File: src/rtl/jtag_pm_pkg.sv
package jtag_pm_pkg;

    typedef enum logic [3:0] {
        TAP_TLR, TAP_RTI, TAP_SELDR, TAP_CAPDR, TAP_SHDR, TAP_EX1DR, TAP_PAUDR, TAP_EX2DR,
        TAP_UPDR, TAP_SELIR, TAP_CAPIR, TAP_SHIR, TAP_EX1IR, TAP_PAUIR, TAP_EX2IR, TAP_UPIR
    } tap_e;

    typedef enum logic [1:0] {
        PST_LOW  = 2'b00,
        PST_HIGH = 2'b01,
        PST_TOG  = 2'b10,
        PST_NONE = 2'b11
    } pin_stat_e;

    // Standard TAP transition as seen by the host, driven by the TMS level at a TCK rise
    function automatic tap_e tap_step(tap_e s, logic m);
        case (s)
            TAP_TLR:   return m ? TAP_TLR   : TAP_RTI;
            TAP_RTI:   return m ? TAP_SELDR : TAP_RTI;
            TAP_SELDR: return m ? TAP_SELIR : TAP_CAPDR;
            TAP_CAPDR: return m ? TAP_EX1DR : TAP_SHDR;
            TAP_SHDR:  return m ? TAP_EX1DR : TAP_SHDR;
            TAP_EX1DR: return m ? TAP_UPDR  : TAP_PAUDR;
            TAP_PAUDR: return m ? TAP_EX2DR : TAP_PAUDR;
            TAP_EX2DR: return m ? TAP_UPDR  : TAP_SHDR;
            TAP_UPDR:  return m ? TAP_SELDR : TAP_RTI;
            TAP_SELIR: return m ? TAP_TLR   : TAP_CAPIR;
            TAP_CAPIR: return m ? TAP_EX1IR : TAP_SHIR;
            TAP_SHIR:  return m ? TAP_EX1IR : TAP_SHIR;
            TAP_EX1IR: return m ? TAP_UPIR  : TAP_PAUIR;
            TAP_PAUIR: return m ? TAP_EX2IR : TAP_PAUIR;
            TAP_EX2IR: return m ? TAP_UPIR  : TAP_SHIR;
            default:   return m ? TAP_SELDR : TAP_RTI;
        endcase
    endfunction

endpackage

File: src/rtl/jtag_pm_seq.sv
module jtag_pm_seq
    import jtag_pm_pkg::*;
#(
    parameter int LEN_W = 10,
    parameter int IR_LEN = 8,
    parameter logic [IR_LEN-1:0] SAMPLE_CODE = 'h02,
    parameter int RST_TCKS = 5
) (
    input  logic             clk,
    input  logic             rst_n,
    input  logic             run,
    input  logic [LEN_W-1:0] chain_len,
    input  logic             tdo,
    output logic             tck,
    output logic             tms,
    output logic             tdi,
    output logic             start,
    output logic             bit_vld,
    output logic [LEN_W-1:0] bit_idx,
    output logic             bit_val,
    output logic             snap_done
);
    localparam int IRC_W = $clog2(IR_LEN + RST_TCKS + 1);
    localparam int CNT_W = (LEN_W > IRC_W) ? LEN_W : IRC_W;

    typedef struct packed {
        logic             act;
        tap_e             tap;
        logic [CNT_W-1:0] cnt;
        logic             ir_ok;
        logic             tck;
        logic             tms;
        logic             tdi;
        logic             start;
        logic             bvld;
        logic [LEN_W-1:0] bidx;
        logic             bval;
        logic             done;
    } seq_t;

    seq_t q, d;
    logic [CNT_W-1:0]  len_m1;
    logic [IR_LEN-1:0] ir_rest;

    assign len_m1  = (chain_len == '0) ? '0 : CNT_W'(chain_len) - 1'b1;
    assign ir_rest = SAMPLE_CODE >> q.cnt;

    always_comb begin
        d       = q;
        d.start = 1'b0;
        d.bvld  = 1'b0;
        d.done  = 1'b0;
        if (!q.act) begin
            d.tck = 1'b0;
            if (run) begin
                d.act   = 1'b1;
                d.tap   = TAP_TLR;
                d.cnt   = '0;
                d.ir_ok = 1'b0;
                d.tms   = 1'b1;
                d.start = 1'b1;
            end
        end else if (!q.tck) begin
            // rising TCK: target samples TMS/TDI, host samples TDO
            d.tck = 1'b1;
            if (q.tap == TAP_SHDR) begin
                d.bvld = 1'b1;
                d.bidx = q.cnt[LEN_W-1:0];
                d.bval = tdo;
            end
            if (q.tap == TAP_EX1DR) d.done  = 1'b1;
            if (q.tap == TAP_UPIR)  d.ir_ok = 1'b1;
            d.tap = tap_step(q.tap, q.tms);
            d.cnt = (d.tap == q.tap) ? q.cnt + 1'b1 : '0;
        end else begin
            // falling TCK: present next TMS/TDI
            d.tck = 1'b0;
            d.tdi = 1'b0;
            case (q.tap)
                TAP_TLR:   d.tms = (q.cnt < CNT_W'(RST_TCKS));
                TAP_RTI: begin
                    d.tms = 1'b1;
                    d.act = run;
                end
                TAP_SELDR: d.tms = !q.ir_ok;
                TAP_SELIR: d.tms = 1'b0;
                TAP_CAPIR: d.tms = 1'b0;
                TAP_SHIR: begin
                    d.tdi = ir_rest[0];
                    d.tms = (q.cnt == CNT_W'(IR_LEN - 1));
                end
                TAP_EX1IR: d.tms = 1'b1;
                TAP_UPIR:  d.tms = 1'b0;
                TAP_CAPDR: d.tms = 1'b0;
                TAP_SHDR:  d.tms = (q.cnt == len_m1);
                TAP_EX1DR: d.tms = 1'b1;
                TAP_UPDR:  d.tms = run;
                default:   d.tms = 1'b1;
            endcase
        end
    end

    always_ff @(posedge clk) begin
        if (!rst_n) begin
            q       <= '0;
            q.tap   <= TAP_TLR;
            q.tms   <= 1'b1;
        end else begin
            q <= d;
        end
    end

    assign tck       = q.tck;
    assign tms       = q.tms;
    assign tdi       = q.tdi;
    assign start     = q.start;
    assign bit_vld   = q.bvld;
    assign bit_idx   = q.bidx;
    assign bit_val   = q.bval;
    assign snap_done = q.done;

endmodule

File: src/rtl/jtag_pm_hist.sv
module jtag_pm_hist
    import jtag_pm_pkg::*;
#(
    parameter int MAX_BITS = 512,
    parameter int LEN_W = 10,
    parameter int WIN_W = 8
) (
    input  logic             clk,
    input  logic             rst_n,
    input  logic             start,
    input  logic             bit_vld,
    input  logic [LEN_W-1:0] bit_idx,
    input  logic             bit_val,
    input  logic             snap_done,
    input  logic [WIN_W-1:0] win_len,
    input  logic [LEN_W-1:0] rd_addr,
    output logic [1:0]       rd_stat,
    output logic             ready
);
    typedef struct packed {
        logic [MAX_BITS-1:0] stage;
        logic [MAX_BITS-1:0] last;
        logic [MAX_BITS-1:0] tog;
        logic                valid;
        logic [WIN_W-1:0]    wcnt;
        logic                ready;
    } hist_t;

    hist_t q, d;
    logic [WIN_W:0] wnext;

    assign wnext = {1'b0, q.wcnt} + 1'b1;

    always_comb begin
        d       = q;
        d.ready = 1'b0;
        if (start) begin
            d.valid = 1'b0;
            d.wcnt  = '0;
        end
        if (bit_vld && (int'(bit_idx) < MAX_BITS)) d.stage[bit_idx] = bit_val;
        if (snap_done) begin
            d.last  = q.stage;
            d.tog   = ((q.wcnt == '0) ? '0 : q.tog) | (q.valid ? (q.stage ^ q.last) : '0);
            d.valid = 1'b1;
            d.wcnt  = (wnext >= {1'b0, win_len}) ? '0 : wnext[WIN_W-1:0];
            d.ready = 1'b1;
        end
    end

    always_ff @(posedge clk) begin
        if (!rst_n) q <= '0;
        else        q <= d;
    end

    always_comb begin
        if (!q.valid || int'(rd_addr) >= MAX_BITS) rd_stat = PST_NONE;
        else if (q.tog[rd_addr])                   rd_stat = PST_TOG;
        else                                       rd_stat = {1'b0, q.last[rd_addr]};
    end

    assign ready = q.ready;

endmodule

File: src/rtl/jtag_pin_monitor.sv
module jtag_pin_monitor
    import jtag_pm_pkg::*;
#(
    parameter int MAX_BITS = 512,
    parameter int WIN_W = 8,
    parameter int IR_LEN = 8,
    parameter logic [IR_LEN-1:0] SAMPLE_CODE = 'h02,
    localparam int LEN_W = $clog2(MAX_BITS + 1)
) (
    input  logic             clk,
    input  logic             rst_n,
    input  logic             run,
    input  logic [LEN_W-1:0] chain_len,
    input  logic [WIN_W-1:0] win_len,
    input  logic             tdo,
    output logic             tck,
    output logic             tms,
    output logic             tdi,
    input  logic [LEN_W-1:0] rd_addr,
    output logic [1:0]       rd_stat,
    output logic             snap_ready
);
    logic             seq_start;
    logic             bvld;
    logic [LEN_W-1:0] bidx;
    logic             bval;
    logic             sdone;

    jtag_pm_seq #(
        .LEN_W(LEN_W), .IR_LEN(IR_LEN), .SAMPLE_CODE(SAMPLE_CODE), .RST_TCKS(5)
    ) u_seq (
        .clk(clk), .rst_n(rst_n), .run(run), .chain_len(chain_len), .tdo(tdo),
        .tck(tck), .tms(tms), .tdi(tdi), .start(seq_start),
        .bit_vld(bvld), .bit_idx(bidx), .bit_val(bval), .snap_done(sdone)
    );

    jtag_pm_hist #(
        .MAX_BITS(MAX_BITS), .LEN_W(LEN_W), .WIN_W(WIN_W)
    ) u_hist (
        .clk(clk), .rst_n(rst_n), .start(seq_start),
        .bit_vld(bvld), .bit_idx(bidx), .bit_val(bval), .snap_done(sdone),
        .win_len(win_len), .rd_addr(rd_addr), .rd_stat(rd_stat), .ready(snap_ready)
    );

endmodule

File: config.mk
export PLATFORM = sky130hd
export DESIGN_NAME = jtag_pin_monitor
export DESIGN_NICKNAME = d
export VERILOG_FILES = /design/src/rtl/jtag_pm_pkg.sv /design/src/rtl/jtag_pm_seq.sv /design/src/rtl/jtag_pm_hist.sv /design/src/rtl/jtag_pin_monitor.sv
export SDC_FILE = /design/constraint.sdc
export NUM_CORES = 2
export LEC_CHECK = 0
export BUFFER_PORTS_ARGS = -buffer_cell sky130_fd_sc_hd__buf_2
export CORE_UTILIZATION = 57
export DETAILED_ROUTE_END_ITERATION = 8
export PLACE_DENSITY = 0.76
export SETUP_SLACK_MARGIN = 0.15
export SLEW_MARGIN = 20
export SYNTH_ARGS = -nofsm -noshare
export SYNTH_HDL_FRONTEND = slang
export SYNTH_SLANG_ARGS = --single-unit
File: constraint.sdc
create_clock -name clk -period 3.1 [get_ports clk]
set_clock_uncertainty 0.1 [all_clocks]
set_input_delay 0.465 -clock clk [delete_from_list [all_inputs] [get_ports clk]]
set_output_delay 0.465 -clock clk [all_outputs]
set_load 0.01 [all_outputs]
Yosys cells after proc, flatten, opt, wreduce, memory -nomap -nowiden
Cells that the tools add are included.
{"block": "word_totals", "register_bits": 1579, "output_inout_bits": 6, "wordCells": 121}
{"block": "classes", "addsub": 3, "n_lt_le_gt_ge": 7, "n_eq_ne": 21, "shifts": 1, "n_mux": 45, "n_bitwise": 5, "reduce_logical": 21}
{"op": "2-to-1 mux 512 bit", "count": 2}
{"op": "bitwise mux 512 bit", "count": 1}
{"op": "bitwise OR 512 bit", "count": 1}
{"op": "bitwise XOR 512 bit", "count": 1}
{"op": "one-hot mux 4 bit (11 select lines)", "count": 1}
{"op": "== test 4 bit, second input constant", "count": 8}
{"op": "less-than comparator 10 bit, second input constant", "count": 3}
{"op": "2-to-1 mux 10 bit", "count": 3}
{"op": "2-to-1 mux 4 bit", "count": 6}
{"op": "binary-select mux 1 bit (select 9 bit)", "count": 2}
{"op": "2-to-1 mux 18 bit", "count": 1}
{"op": "== test 4 x 3 -> 1 bit, second input constant", "count": 4}
{"op": "2-to-1 mux 16 bit", "count": 1}
{"op": "2-to-1 mux 15 bit", "count": 1}
{"op": "2-to-1 mux 1 bit", "count": 14}
{"op": "2-to-1 mux 12 bit", "count": 1}
{"op": "2-to-1 mux 2 bit", "count": 6}
{"op": "adder 10 x 1 -> 10 bit, second input constant", "count": 1}
{"op": "== test 10 bit", "count": 1}
{"op": "== test 10 x 3 -> 1 bit, second input constant", "count": 1}
{"op": "greater-or-equal comparator 10 x 1 -> 1 bit, second input constant", "count": 1}
{"op": "greater-or-equal comparator 10 bit, second input constant", "count": 1}
{"op": "zero test 10 bit", "count": 1}
{"op": "less-than comparator 10 x 3 -> 1 bit, second input constant", "count": 1}
{"op": "other kinds (25)", "count": 40}

Depth between registers and ports, before layout
{"block": "depth", "word_depth": 9, "depth_mapped": 14, "depth_no_buf": 11}

Cells and area by module
From an unflattened synthesis, not the netlist that was laid out.
{"block": "unflattened", "cells_unflattened": 7441, "area_unflattened_um2": 74204.9}
{"module": "jtag_pm_hist", "instances": 1, "cells_per_inst": 7129, "area_per_inst_um2": 71895.2}
{"module": "jtag_pm_seq", "instances": 1, "cells_per_inst": 312, "area_per_inst_um2": 2309.7}

Least setup slack after synthesis
No wires, ideal clock.
{"block": "synth_timing", "path_kind": "input -> output", "startpoint": "input port rd_addr[0]", "endpoint": "output port rd_stat[0]", "arrival_ns": 2.783, "slack_ns": -0.248, "path_stages": 10, "path_cell_list": "buf_6 -> buf_6 -> buf_6 -> buf_2 -> mux4_2 -> o211ai_1 -> o211ai_1 -> or2_2 -> and4_4 -> o311ai_1"}
{"block": "synth_between", "elab_chain_cells": 4}
{"item": "start, declared", "line": "jtag_pin_monitor.sv:19", "source": "input logic [LEN_W-1:0] rd_addr,"}
{"item": "binary-select mux 1 bit (select 9 bit) (on tied branches)", "line": "jtag_pm_hist.sv:59, jtag_pm_hist.sv:58"}
{"item": "2-to-1 mux 1 bit (on tied branches)", "line": "jtag_pm_hist.sv:59, jtag_pm_hist.sv:58"}
{"item": "2-to-1 mux 2 bit", "line": "jtag_pm_hist.sv:58", "source": "else if (q.tog[rd_addr]) rd_stat = PST_TOG;"}
{"item": "2-to-1 mux 2 bit *", "line": "jtag_pm_hist.sv:57", "source": "if (!q.valid || int'(rd_addr) >= MAX_BITS) rd_stat = PST_NONE;"}
{"item": "end, declared", "line": "jtag_pin_monitor.sv:20", "source": "output logic [1:0] rd_stat,"}
Every way passes the cells marked *; elsewhere a longest branch is shown, timed or not. The select of a mux whose other input is x is not followed.

Worst setup path in the final report
{"block": "layout_timing", "startpoint": "register u_hist.q[508] (netlist bit)", "endpoint": "output port rd_stat[0]"}
{"block": "layout_between", "elab_chain_cells": 4}
{"item": "start, declared", "line": "jtag_pm_hist.sv:29", "source": "hist_t q, d;"}
{"item": "start signal, assigned", "line": "jtag_pm_hist.sv:52", "source": "if (!rst_n) q <= '0;"}
{"item": "start signal, assigned", "line": "jtag_pm_hist.sv:53", "source": "else q <= d;"}
{"item": "binary-select mux 1 bit (select 9 bit)", "line": "jtag_pm_hist.sv:58"}
{"item": "2-to-1 mux 1 bit (implied by the code)", "line": "jtag_pm_hist.sv:58"}
{"item": "2-to-1 mux 2 bit", "line": "jtag_pm_hist.sv:58"}
{"item": "2-to-1 mux 2 bit", "line": "jtag_pm_hist.sv:57"}
Every way passes these cells. The select of a mux whose other input is x is not followed.

==> impl.org <==
** Run status
- The flow ran to the end, but the final reports show violations.
- The final reports fail on setup timing.

** Yosys
- Summing the areas of all xor and xnor instances in the mapped netlist gives under 10% of the synthesized area.
- Largest family of logic cells by synthesized area :: multiplexers
- Of the total synthesized cell area, the portion taken by AND, OR, NAND and NOR gates is between 10% and 20%.
- Synth cell count leaders :: dfxtp_1, nor2_1, mux2i_1, a21oi_1, o21ai_0
- A synthesized cell averages 9.39 sq um.
- The synthesized netlist devotes 0.251% of its cell area to adder and majority cells.
- Leading register cell type out of synthesis :: dfxtp_1
- Summing the areas of all compound-gate instances in the mapped netlist gives 15.2% of the synthesized area.
- Count of mapped cells out of synthesis :: approximately 7,400
- After synthesis, flip-flops and latches occupy a little under half of the total area.
- Number of flops mapped to enable cells by yosys :: 0
- The synthesized netlist occupies a cell area of between 60,000 and 70,000 sq um.
- Number of nets in the synthesized netlist :: 7,475
- The Yosys step of the flow raised 0 warnings.
- After synthesis, the netlist uses between 60 and 70 different library cells.
- Cell types occupying the most area after synthesis :: dfxtp_1, mux2i_1, mux4_2
- Yosys reg bits :: 1,579
- Top cell type by total area after synthesis :: dfxtp_1
- The share of synthesized area in the top cell type comes to 45.3%.
- After synthesis, the share of flip-flops with an asynchronous set or reset is 0%.
- After synthesis, the share of cell area in mux cells is 16.3%.
- In the post-synthesis netlist, the cell with the most instances is dfxtp_1.

** Routing
- WL per Instance :: between 20 and 30 um
- Post-detailed-route via-to-cell ratio :: 6.69
- Final wirelength :: 241 mm
- The count of nets left with antenna violations once routing finished came out at 0.
- In this run, the number of DRC markers left after iteration 0 of detailed routing was 9,055.
- DR pass1 iterations :: 6
- The detailed router placed just over 60,000 vias in this run.
- In the routed design, unresolved DRC markers number 0.

** GRT
- After global routing the overflow that remains totals 0.
- Global routing used 38.1% of the available tracks.
- The first global-routing pass estimated 358 mm of wire.
- Pin count of the biggest net entering global routing :: roughly 130
- The initial antenna violation count is 10.
- The number of global-route vias before repair was 57,800.

** Clock network
- TritonCTS created 160 clock buffers.
- Bufs on Longest Clock Path :: 3
- Clock root buffer :: clkbuf_16
- CTS sink cnt :: 1,579
- Insertion delay to the later sink of the worst-skew pair :: 800 ps
- TritonCTS built the clock tree.
- Post-CTS clock slew at the launch and capture registers of the worst setup and hold paths :: about 60 ps
- Buffers inserted during post-CTS setup optimization :: 0
- H-tree levels :: 4

** STA
- Based on the critical path, the design can be clocked at up to around 240 MHz.
- The smallest clock period supported by the final layout is computed as 4170 ps.
- Of the available clock period, the critical path in the final layout requires 134%.
- Hold Fails Final Rpt :: 0
- Number of pins exceeding their max-slew limit in the final report :: 0
- Setup slack of the critical path after layout :: -1070 ps
- Setup repair after global routing missed its margin :: yes
- Final setup violation count :: 2
- At the pin with the least slew margin, the transition time is 1040 ps.
- Headroom to the max-slew limit came out at 30.6%.
- For the final routed database, the setup TNS stands at -2050 ps.

** Die
- Die footprint :: 124,000 sq um
- Die span in x :: between 300 and 400 um
- In this run the count of I/O pins placed on the die edge is 38.
- Row generation in the floorplan step produced 127 rows.
- Area of the core region :: 121,000 sq um
- The initial utilization of the core area, before any placement, comes to 57.8%.
- In this run the vertical extent of the chip is between 300 and 400 um.

** Setup path
- In this run the worst path has a maximum fanout of 2.
- For the worst setup path, the data required time is 2530 ps.
- WS Path Type :: register to output pin
- Cells along the critical path :: mux4_2, or4_4, o21ai_2, a2111oi_2, buf_4, a31oi_4, o2111ai_1, and4_4, o311ai_4, buf_2
- Endpoint arrival time on the critical path :: 3600 ps
- Kind of end point of the critical path :: output pin
- On the critical path, the stage with the largest delay is an instance of mux4_2.
- STA classifies the critical path startpoint as a register.
- On the worst path, the slowest cell contributes a delay of roughly 530 ps.

** Power and ir drop
- Peak supply drop :: 0.477 mV
- In this run the power density over the cells is 528 nW/um^2.
- The analysis attributes to cell leakage a power of 30.4 nW.
- The completed layout was analyzed and its total power is around 0.042 W.

** Placed design
- HPWL reported at the end of detailed placement :: around 140 mm
- In this run, placement finished with an instance count of 8,896.
- Buffers placed on the I/O ports in this run total 37.
- Routability-driven placement finished with a final weighted congestion of 0.947.

** Finish
- P&R area growth vs syn :: 14.7%
- Number of cells in the finished layout apart from fillers :: 9,198
- Cells with a size suffix above 1 make up 14.6% of the layout.
- Layout Nets :: between 7,000 and 8,000
- Utilization of the core after routing :: 66.3%

** Hold path
- The path class of the tightest hold or removal check is input pin to register.

** Run
- Number of max-capacitance violations reported :: 0
state kept, by name (all words and copies together) (netlist names):
signal	flops
u_hist.q	1545
u_hist.ready	1
u_seq.bit_idx	10
u_seq.bit_val	1
u_seq.bit_vld	1
u_seq.q	16
u_seq.snap_done	1
u_seq.start	1
u_seq.tck	1
u_seq.tdi	1
u_seq.tms	1
layer usage:
metal | GRT usage, % | up-vias | routed length, um
li1 | - | 26400 | -
met3 | 10.3 | 1000 | 31700
met5 | 0 | - | 96
met2 | 56.4 | 4216 | 103000
met1 | 49.0 | 29900 | 88300
met4 | 24.6 | 8 | 17400
cells in the final DEF, fill, tap and decap left out, types with 131 or more instances in the layout:
cell       synthesis  layout
nand3_1          541     536
dfxtp_1         1579    1577
mux2i_1          608     607
a21oi_1          571     567
nand2_1          145     131
xor2_1           522     522
o21ai_0          564     560
nor2_1          1144    1127
clkbuf_16          0     164
buf_4             23     406
mux4_2           232     232
a22oi_1          527     527
report_power, final:
| part | total, W | internal, W | switching (W) |
|---|---|---|---|
| Clock | 0.0204 | 0.0120 | 0.00842 |
| Combinational | 0.00156 | 0.000542 | 0.00102 |
| Sequential | 0.0203 | 0.0203 | 0.00000743 |
critical path, delay by kind of cell, from the launching register on:
kind | cells | cell delay (ps)
AO/OA/AOI/OAI | 5 | 900
AND/OR/NAND/NOR | 2 | 680
multiplexers | 1 | 530
buffers and inverters | 2 | 380
flip-flops | 1 | 330
timing repair:
action / 4_1_cts / 5_1_grt
cloned: 0 / 0
setup endpoints to repair: 2 / 5
pin swaps: 3 / 4
hold buffers: 3 / 0
hold endpoints to repair: 5 / 0
gates resized for setup: 10 / 7
stage by stage:
step / area, sq um / hold slack (ps) / setup WS [ps]
after floorplan: 70100 / 345 / 38.8
after global placement: 74300 / 364 / -1140
after detailed placement: 74300 / 371 / -1160
after CTS: 79900 / 244 / -1030
after global routing: 80000 / 274 / -1080
final: 80000 / 232 / -1070
cell families (layout without fill, tap and decap cells):
group,count (synthesis),in the layout
simple gates,1959,1959
mux,843,843
flops,1579,1579
compound gates,1795,1795
buf+inv,708,856
xor+xnor,531,531
other cells,0,9
fa+ha+maj,14,14
cell type report:
cell class | count | area [sq um]
Antenna cell | 9 | 22.5
Clock buffer | 231 | 4690
Clock inverter | 59 | 837
Fill cell | 8997 | 40600
Inverter | 28 | 113
Multi-Input combinational cell | 5142 | 35500
Sequential cell | 1579 | 31600
Tap cell | 1612 | 2020
Timing Repair Buffer | 538 | 5140
final timing paths:
path / from / endpoint / slack, ps / depth (start not counted)
max: u_hist.q[508] / rd_stat[0] / -1070 / 10
max reg2reg: u_hist.q[1] / u_hist.q[241] / 410 / 7
min reg2reg: u_seq.bit_idx[9] / u_seq.bit_idx[9] / 380 / 2
min: win_len[5] / u_hist.q[6] / 230 / 6
(Power assumes the default switching activity.)
